$ cat src/rtl/epn_trk_pkg.sv
package epn_trk_pkg;

   typedef enum logic {
      WRAP_HALF = 1'b0,
      WRAP_FULL = 1'b1
   } wrap_kind_e;

   localparam logic [7:0] OBJ_CHANGE_CODE = 8'h27;
   localparam int         NUM_WRAP_KINDS  = 2;

   localparam int SEL_OVERLAP = 0;
   localparam int SEL_HIGH    = 1;

endpackage

$ cat src/rtl/epn_ctl_regs.sv
module epn_ctl_regs #(
   parameter int HI_W = 32
) (
   input  logic            clk,
   input  logic            rst,
   input  logic            mod_valid,
   input  logic [1:0]      mod_sel,
   input  logic            mod_overlap,
   input  logic [HI_W-1:0] mod_hi,
   output logic [HI_W-1:0] hi_q,
   output logic            ovl_q
);
   import epn_trk_pkg::*;

   logic wr_ovl;
   logic wr_hi;

   assign wr_ovl = mod_valid && mod_sel[SEL_OVERLAP];
   assign wr_hi  = mod_valid && mod_sel[SEL_HIGH];

   always_ff @(posedge clk) begin
      if (rst) begin
         ovl_q <= 1'b0;
      end else if (wr_ovl) begin
         ovl_q <= mod_overlap;
      end
   end

   always_ff @(posedge clk) begin
      if (rst) begin
         hi_q <= '0;
      end else if (wr_hi) begin
         hi_q <= mod_hi;
      end
   end

endmodule

$ cat src/rtl/epn_wrap_detect.sv
module epn_wrap_detect #(
   parameter int LO_W = 32
) (
   input  logic clk,
   input  logic rst,
   input  logic en,
   input  logic pkt_valid,
   input  logic pkt_msb,
   input  logic evt_ready,
   output logic evt_valid,
   output logic evt_kind
);
   import epn_trk_pkg::*;

   logic                      upper_phase_q;
   logic [NUM_WRAP_KINDS-1:0] set_vec;
   logic [NUM_WRAP_KINDS-1:0] take_vec;
   logic [NUM_WRAP_KINDS-1:0] pend_q;
   logic                      step;

   assign step = en && pkt_valid;

   // Crossing raised on a change of the low word's top bit.
   assign set_vec[WRAP_HALF] = step && !upper_phase_q &&  pkt_msb;
   assign set_vec[WRAP_FULL] = step &&  upper_phase_q && !pkt_msb;

   always_ff @(posedge clk) begin
      if (rst) begin
         upper_phase_q <= 1'b0;
      end else if (step) begin
         upper_phase_q <= pkt_msb;
      end
   end

   // Half-wrap has precedence when both are waiting.
   always_comb begin
      evt_valid = |pend_q;
      evt_kind  = pend_q[WRAP_HALF] ? WRAP_HALF : WRAP_FULL;
   end

   genvar k;
   generate
      for (k = 0; k < NUM_WRAP_KINDS; k++) begin : g_pend
         assign take_vec[k] = evt_valid && evt_ready && (evt_kind == k[0]);

         always_ff @(posedge clk) begin
            if (rst) begin
               pend_q[k] <= 1'b0;
            end else if (set_vec[k]) begin
               pend_q[k] <= 1'b1;
            end else if (take_vec[k]) begin
               pend_q[k] <= 1'b0;
            end
         end
      end
   endgenerate

   generate
      if (LO_W < 2) begin : g_bad_lo
         $error("epn_wrap_detect: LO_W must be at least 2");
      end
   endgenerate

endmodule

$ cat src/rtl/epn_rebuild.sv
module epn_rebuild #(
   parameter int LO_W    = 32,
   parameter int HI_W    = 32,
   parameter bit OUT_REG = 1'b1
) (
   input  logic                 clk,
   input  logic                 rst,
   input  logic                 en,
   input  logic                 pkt_valid,
   input  logic [LO_W-1:0]      pkt_lo,
   input  logic [HI_W-1:0]      hi,
   input  logic                 ovl,
   output logic                 pn_valid,
   output logic [HI_W+LO_W-1:0] pn_full
);
   localparam int PN_W = HI_W + LO_W;

   logic [HI_W-1:0] hi_pick;
   logic [PN_W-1:0] pn_comb;

   always_comb begin
      if (!en) begin
         hi_pick = '0;
      end else if (ovl && !pkt_lo[LO_W-1]) begin
         hi_pick = hi + {{(HI_W-1){1'b0}}, 1'b1};
      end else begin
         hi_pick = hi;
      end
      pn_comb = {hi_pick, pkt_lo};
   end

   generate
      if (OUT_REG) begin : g_reg
         always_ff @(posedge clk) begin
            if (rst) begin
               pn_valid <= 1'b0;
               pn_full  <= '0;
            end else begin
               pn_valid <= pkt_valid;
               if (pkt_valid) begin
                  pn_full <= pn_comb;
               end
            end
         end
      end else begin : g_comb
         assign pn_valid = pkt_valid;
         assign pn_full  = pn_comb;
      end
   endgenerate

endmodule

$ cat src/rtl/epn_tracker.sv
module epn_tracker #(
   parameter int                LO_W     = 32,
   parameter int                HI_W     = 32,
   parameter int                TYPE_W   = 16,
   parameter int                ID_W     = 32,
   parameter logic [TYPE_W-1:0] OBJ_TYPE = 16'h0027,
   parameter logic [ID_W-1:0]   OBJ_ID   = 32'h0000_0001,
   parameter bit                OUT_REG  = 1'b1
) (
   input  logic                 clk,
   input  logic                 rst,
   input  logic                 cfg_epn_en,
   input  logic                 pkt_valid,
   input  logic [LO_W-1:0]      pkt_lo,
   output logic                 pn_valid,
   output logic [HI_W+LO_W-1:0] pn_full,
   input  logic                 mod_valid,
   input  logic [1:0]           mod_sel,
   input  logic                 mod_overlap,
   input  logic [HI_W-1:0]      mod_hi,
   output logic                 evt_valid,
   input  logic                 evt_ready,
   output logic                 evt_kind,
   output logic [7:0]           evt_code,
   output logic [TYPE_W-1:0]    evt_obj_type,
   output logic [ID_W-1:0]      evt_obj_id
);
   import epn_trk_pkg::*;

   logic [HI_W-1:0] hi_q;
   logic            ovl_q;

   generate
      if (HI_W < 1) begin : g_bad_hi
         $error("epn_tracker: HI_W must be positive");
      end
      if (TYPE_W < 1 || ID_W < 1) begin : g_bad_payload
         $error("epn_tracker: payload widths must be positive");
      end
   endgenerate

   epn_ctl_regs #(.HI_W(HI_W)) u_regs (
      .clk         (clk),
      .rst         (rst),
      .mod_valid   (mod_valid),
      .mod_sel     (mod_sel),
      .mod_overlap (mod_overlap),
      .mod_hi      (mod_hi),
      .hi_q        (hi_q),
      .ovl_q       (ovl_q)
   );

   epn_wrap_detect #(.LO_W(LO_W)) u_wrap (
      .clk       (clk),
      .rst       (rst),
      .en        (cfg_epn_en),
      .pkt_valid (pkt_valid),
      .pkt_msb   (pkt_lo[LO_W-1]),
      .evt_ready (evt_ready),
      .evt_valid (evt_valid),
      .evt_kind  (evt_kind)
   );

   epn_rebuild #(.LO_W(LO_W), .HI_W(HI_W), .OUT_REG(OUT_REG)) u_rebuild (
      .clk       (clk),
      .rst       (rst),
      .en        (cfg_epn_en),
      .pkt_valid (pkt_valid),
      .pkt_lo    (pkt_lo),
      .hi        (hi_q),
      .ovl       (ovl_q),
      .pn_valid  (pn_valid),
      .pn_full   (pn_full)
   );

   assign evt_code     = OBJ_CHANGE_CODE;
   assign evt_obj_type = OBJ_TYPE;
   assign evt_obj_id   = OBJ_ID;

endmodule

$ cat config.mk
export PLATFORM = sky130hd
export DESIGN_NAME = epn_tracker
export DESIGN_NICKNAME = d
export VERILOG_FILES = /design/src/rtl/epn_trk_pkg.sv /design/src/rtl/epn_ctl_regs.sv /design/src/rtl/epn_wrap_detect.sv /design/src/rtl/epn_rebuild.sv /design/src/rtl/epn_tracker.sv
export SDC_FILE = /design/constraint.sdc
export NUM_CORES = 1
export LEC_CHECK = 0
export CORE_ASPECT_RATIO = 0.9
export CORE_MARGIN = 5
export CORE_UTILIZATION = 43
export DETAILED_ROUTE_END_ITERATION = 8
export PLACE_DENSITY_LB_ADDON = 0.15
export RECOVER_POWER = 100
export SYNTH_ARGS = -nofsm -noshare
export SYNTH_HDL_FRONTEND = slang
export SYNTH_SLANG_ARGS = --single-unit
$ cat constraint.sdc
create_clock -name clk -period 2.15 [get_ports clk]
set_input_delay 0.43 -clock clk [delete_from_list [all_inputs] [get_ports clk]]
set_output_delay 0.43 -clock clk [all_outputs]
set_load 0.005 [all_outputs]
==> results of run 1 <==
registers in the layout, summed over array words and instances (netlist names):
signal,flops
u_regs.hi_q,32
u_wrap.upper_phase_q,1
u_rebuild.pn_full,64
u_wrap.pend_q,2
u_regs.ovl_q,1
u_rebuild.pn_valid,1
how the worst max path moves through the flow:
stage | from | endpoint | depth (start not counted)
CTS | pkt_lo[31] | u_rebuild.pn_full[54]$_SDFFE_PP0P_ | 5
floorplan | u_regs.hi_q[9]$_SDFFE_PP0P_ | u_rebuild.pn_full[54]$_SDFFE_PP0P_ | 4
global route | u_wrap.pend_q[0]$_SDFFE_PP0P_ | evt_valid | 2
global placement | pkt_lo[31] | u_rebuild.pn_full[54]$_SDFFE_PP0P_ | 5
finish | pkt_lo[31] | u_rebuild.pn_full[54]$_SDFFE_PP0P_ | 5
detailed placement | pkt_lo[31] | u_rebuild.pn_full[54]$_SDFFE_PP0P_ | 5
cells in the final DEF, fill, tap and decap left out, types with 8 or more instances in the layout:
master,n
a21oi_1,40
buf_4,15
clkbuf_1,10
clkbuf_16,9
clkdlybuf4s50_1,69
conb_1,56
dfxtp_1,101
dlygate4sd3_1,68
mux2i_1,33
nand2_1,106
nand3_1,23
nand4_1,14
nor2_1,51
nor3_1,8
o21ai_0,12
routing by layer:
layer	GRT usage	wire, um	up-vias
met5	0	0	-
met1	0.231	5160	2024
met4	0.0599	205	0
li1	-	-	2140
met3	0.0885	1390	22
met2	0.320	6070	161
worst reg2reg max path: stages (launching register included):
cell	delay, ps
dfxtp_1	410
ha_1	240
nand4_1	140
or4_1	490
or4_1	490
nand3_1	90
kinds of logic after synthesis:
family	after synthesis	share of synthesized area
DFF	101	0.429
xor gates and xnor gates	9	0.0167
buffers and inverters	92	0.118
muxes	34	0.0725
adders and majority gates	1	0.00266
AOI/OAI and AO/OA	86	0.114
other	2	0.00159
and+or+nand+nor	242	0.245
stage by stage:
| stage | worst slack, ps | cell area (um^2) | hold WS, ps |
|---|---|---|---|
| 3_3_place_gp | -122 | 6150 | 443 |
| 3_5_place_dp | -140 | 6150 | 448 |
| 4_1_cts | 216 | 6480 | 339 |
| 2_1_floorplan | 392 | 4910 | 436 |
| 5_1_grt | 107 | 6430 | 445 |
| 6_report | 171 | 6430 | 443 |
power breakdown:
group / leakage [nW] / internal [mW] / switching, mW
Combinational: 1.79 / 0.266 / 0.214
Clock: 0.163 / 1.08 / 0.679
Sequential: 0.825 / 1.95 / 0.0646
final cells by class:
class / count / area, um^2
multi-input combinational: 428 / 2320
sequential: 101 / 2020
timing repair buffer: 167 / 1580
inverter: 4 / 15.0
fill: 976 / 4330
clock buffer: 12 / 256
tap: 133 / 166
clock inverter: 4 / 70.1
==> qor.csv, run 1 <==
stage,metric,value,unit
worst_setup_path,endpoint type of the worst setup path,flip-flop,
sta,Layout Skew,7.01,ps
floorplanning,core area,10800,um^2
worst_setup_path,CP most frequent cell,or4_1,
power,PnR Total Power,4.25,mW
floorplanning,Die X,120,um
job,max cap viols,0,
logic_synthesis,post-synthesis sequential area ratio,0.429,
worst_setup_path,CP startpoint kind,input port,
placement,post-DP HPWL,9650,um
logic_synthesis,most numerous cell in the Yosys netlist,nand2_1,
clock_tree,Num Clock Sinks,101,
worst_hold_path,Min-Delay Startpoint,rst,
clock_tree,CTS tree,built,
worst_setup_path,"CP delay by family, top",simple AND/OR/NAND/NOR gates,
worst_setup_path,CP Cell Sequence,"clkdlybuf4s50_1, nand4b_1, or4_1, or4_1, nand3_1",
worst_setup_path,kind of critical path,input port to flip-flop,
logic_synthesis,Yosys reg bits,101,
floorplanning,starting density of the core,0.438,
drt,final WL,12800,um
layout,Final nets,785,
logic_synthesis,Mapped Avg Cell Area,8.31,um^2
floorplanning,die area,13200,um^2
sta,final period utilization,0.920,
worst_hold_path,Worst Hold Endpoint,u_regs.hi_q[28]$_SDFFE_PP0P_,
floorplanning,row cnt,36,
outcome,status,finished clean,
logic_synthesis,Post-synth EDFFs,0,
floorplanning,Ports,196,
logic_synthesis,Synth cell types,50,
worst_setup_path,Worst R2R Setup Slack,240,ps
sta,RSZ-0062 raised after global routing,false,
drt,Antenna Nets Post-Route,0,
clock_tree,clk buf depth,2,
layout,ant diodes,0,
worst_setup_path,crit path DAT,2260,ps
power,P_leak,2.78,nW
global_route,first-pass GRT wire length,20800,um
worst_setup_path,Bufs and invs on worst path,1,
worst_setup_path,max incr delay on CP,560,ps
drt,drt drc,0,
drt,via count,4347,
clock_tree,Post-CTS Hold Fix Bufs,0,
sta,worst rel slew slack,0.340,
clock_tree,clk slew on worst S/H paths,60,ps
worst_setup_path,r2r startpoint,u_regs.hi_q[1]$_SDFFE_PP0P_,
clock_tree,number of buffers created by CTS,9,
layout,share of layout cells above drive strength 1,0.0601,
worst_setup_path,worst-path fanout max,4,
worst_setup_path,reg2reg end,u_rebuild.pn_full[54]$_SDFFE_PP0P_,
power,Pwr Density,661,nW/um^2
clock_tree,htree depth,3,
worst_setup_path,Crit-path slowest cell,or4_1,
logic_synthesis,Ys Warns,0,
global_route,initial antenna violation count,0,
sta,Max Fclk,0.505,GHz
worst_setup_path,number of cells on the worst reg-to-reg path,5,
clock_tree,post-CTS resize count,0,
layout,Final Non-Filler Cells,849,
worst_hold_path,Hold Path Depth,2,
logic_synthesis,"FFs w/ async S/R, synth",0,
drt,1st-iter DRT viols,207,
sta,Finish-stage setup viols,0,
global_route,via count of the first global-routing pass,4249,
placement,placer congestion estimate,0.807,
sta,Final Hold Fails,0,
sta,Worst Max-Slew Pin Slew,990,ps
placement,buffers added on ports,139,
logic_synthesis,Netlist Area Pre-Place,4710,um^2
layout,Layout area overhead,36.6,%
logic_synthesis,share of the synthesized area in the top cell type,0.429,
clock_tree,clock root buffer,clkbuf_16,
drt,drt first pass iters,4,
clock_tree,Post-CTS Setup Bufs,0,
worst_hold_path,min-delay worst type,input port to flip-flop,
sta,crit path time final,1980,ps
global_route,largest net degree at the start of global routing,39,
logic_synthesis,synth top area cells,"dfxtp_1 (43%), buf_4 (8.9%), nand2_1 (8.4%), mux2i_1 (7.0%), a21oi_1 (4.2%)",
global_route,grt ovf,0,
logic_synthesis,"top cells by count, synth","nand2_1 (106), dfxtp_1 (101), buf_4 (56)",
drt,mean routed wirelength per cell,15.1,um
logic_synthesis,Post-Synthesis Cells,567,
logic_synthesis,Synth Flop Type,dfxtp_1,
global_route,Overall Global Routing Usage,0.195,
floorplanning,Die Height,109,um
worst_setup_path,WP data required,2430,ps
power,Peak VDD IR,0.000410,V
drt,routed vias/inst,5.12,
clock_tree,Skew-Pair Late Insertion Delay,340,ps
sta,Final Max Slew Viols,0,
placement,Cells after DPL,833,
sta,Setup TNS Final,0,ps
logic_synthesis,cell taking the most area after synthesis,dfxtp_1,
layout,post-layout util,0.598,
(Power assumes the default switching activity.)
==> inputs of run 2 (changes only) <==
- PLACE_DENSITY: default -> 0.8
- PLACE_DENSITY_LB_ADDON: 0.15 -> default
==> qor.csv, run 2 (same netlist as run 1, synthesis figures left out) <==
stage,metric,value,unit
global_route,initial antenna violation count,0,
clock_tree,Skew-Pair Late Insertion Delay,350,ps
layout,most flop-heavy register,u_rebuild.pn_full,
sta,Worst Max-Slew Pin Slew,1230,ps
power,Pwr Density,646,nW/um^2
sta,Final Max Slew Viols,0,
worst_setup_path,Worst R2R Setup Slack,260,ps
drt,via count,4337,
clock_tree,clk buf depth,2,
power,switch share,0.242,
sta,RSZ-0062 raised after global routing,false,
job,max cap viols,0,
clock_tree,clock root buffer,clkbuf_16,
floorplanning,row cnt,36,
drt,drt first pass iters,5,
drt,routed vias/inst,5.08,
sta,crit path time final,1990,ps
sta,Layout Skew,7.26,ps
global_route,first-pass GRT wire length,20500,um
clock_tree,Num Clock Sinks,101,
worst_setup_path,crit path DAT,1560,ps
floorplanning,die area,13200,um^2
layout,share of layout cells above drive strength 1,0.0694,
power,Comb pwr share,0.115,
power,switching power,1.01,mW
power,P_leak,2.79,nW
power,Peak VDD IR,0.000527,V
outcome,status,finished clean,
drt,1st-iter DRT viols,178,
clock_tree,htree depth,3,
layout,Layout area overhead,36.9,%
clock_tree,clk slew on worst S/H paths,70,ps
clock_tree,number of buffers created by CTS,9,
floorplanning,Die X,120,um
global_route,via count of the first global-routing pass,4264,
worst_setup_path,worst-path fanout max,4,
drt,Antenna Nets Post-Route,0,
placement,placed inst area,6180,um^2
drt,drt drc,0,
floorplanning,core area,10800,um^2
floorplanning,Die Height,109,um
clock_tree,Post-CTS Hold Fix Bufs,0,
global_route,Overall Global Routing Usage,0.193,
clock_tree,CTS tree,built,
global_route,grt ovf,0,
layout,"commonest cells after routing, fill and taps aside","nand2_1 (106), dfxtp_1 (101), clkdlybuf4s50_1 (69)",
clock_tree,post-CTS resize count,0,
clock_tree,Post-CTS Setup Bufs,0,
drt,final WL,12900,um
floorplanning,Ports,196,
sta,Finish-stage setup viols,0,
power,internal power,3.16,mW
worst_setup_path,endpoint type of the worst setup path,output port,
power,Seq pwr share,0.483,
placement,post-DP HPWL,9650,um
worst_hold_path,min-delay worst type,flip-flop to flip-flop,
drt,mean routed wirelength per cell,15.2,um
global_route,largest net degree at the start of global routing,64,
floorplanning,starting density of the core,0.438,
worst_setup_path,WP data required,1720,ps
layout,post-layout util,0.599,
worst_setup_path,kind of critical path,flip-flop to output port,
sta,worst rel slew slack,0.183,
sta,final period utilization,0.926,
placement,buffers added on ports,139,
layout,ant diodes,0,
layout,Finished Cell Area,6450,um^2
layout,# fillers,970,
sta,Max Fclk,0.502,GHz
layout,Largest register FFs,64,
layout,biggest regs,"u_rebuild.pn_full (64), u_regs.hi_q (32), u_wrap.pend_q (2)",
layout,Final nets,789,
sta,Final Hold Fails,0,
worst_setup_path,CP startpoint kind,flip-flop,
power,Clk network pwr share,0.401,
layout,"commonest non-fill, non-tap cell in the layout",nand2_1,
placement,placer congestion estimate,0.856,
[run 2: final cells by class]
type | instances | area, um^2 | share of cell area
clock buffers | 10 | 239 | 0.0371
clock inverters | 6 | 68.8 | 0.0107
inverters | 4 | 15.0 | 0.00233
multi-input cells | 428 | 2320 | 0.360
flip-flops and latches | 101 | 2020 | 0.314
well taps | 133 | 166 | 0.0258
repair buffers | 171 | 1610 | 0.250
[run 2: per-layer routing]
metal	vias to the layer above	share of wire	wire length [um]	GRT usage
met5	-	0	0	0
met4	0	0.020	262	0.0688
met3	21	0.11	1470	0.0833
met2	188	0.46	5980	0.324
met1	1984	0.40	5230	0.223
li1	2144	-	-	-
[run 2: final timing paths]
path / start / cells past startpoint / endpoint
max: u_wrap.pend_q[0]$_SDFFE_PP0P_ / 2 / evt_valid
min: u_rebuild.pn_full[44]$_SDFFE_PP0P_ / 2 / u_rebuild.pn_full[44]$_SDFFE_PP0P_
max reg2reg: u_regs.hi_q[1]$_SDFFE_PP0P_ / 5 / u_rebuild.pn_full[54]$_SDFFE_PP0P_
min reg2reg: u_rebuild.pn_full[44]$_SDFFE_PP0P_ / 2 / u_rebuild.pn_full[44]$_SDFFE_PP0P_
[run 2: worst max-delay path, stage by stage (launching register included)]
cell and delay (ps):
dfxtp_1 330, or2_2 290, dlygate4sd3_1 590
[run 2: stage by stage]
step	power, mW	hold slack, ps	instances	worst slack, ps	setup TNS [ps]
floorplan	2.32	436	621	392	0
global placement	2.54	442	837	-102	-161
detailed placement	2.55	448	837	-119	-313
CTS	4.22	463	853	233	0
global route	4.33	481	853	78.3	0
finish	4.16	452	853	158	0
[run 2: power groups by stage]
stage / Clock (mW) / Sequential (mW) / Combinational (mW)
floorplan: 0 / 2.04 / 0.278
global placement: 0 / 2.05 / 0.488
detailed placement: 0 / 2.06 / 0.498
CTS: 1.71 / 2.01 / 0.502
global route: 1.78 / 2.02 / 0.529
finish: 1.67 / 2.01 / 0.480
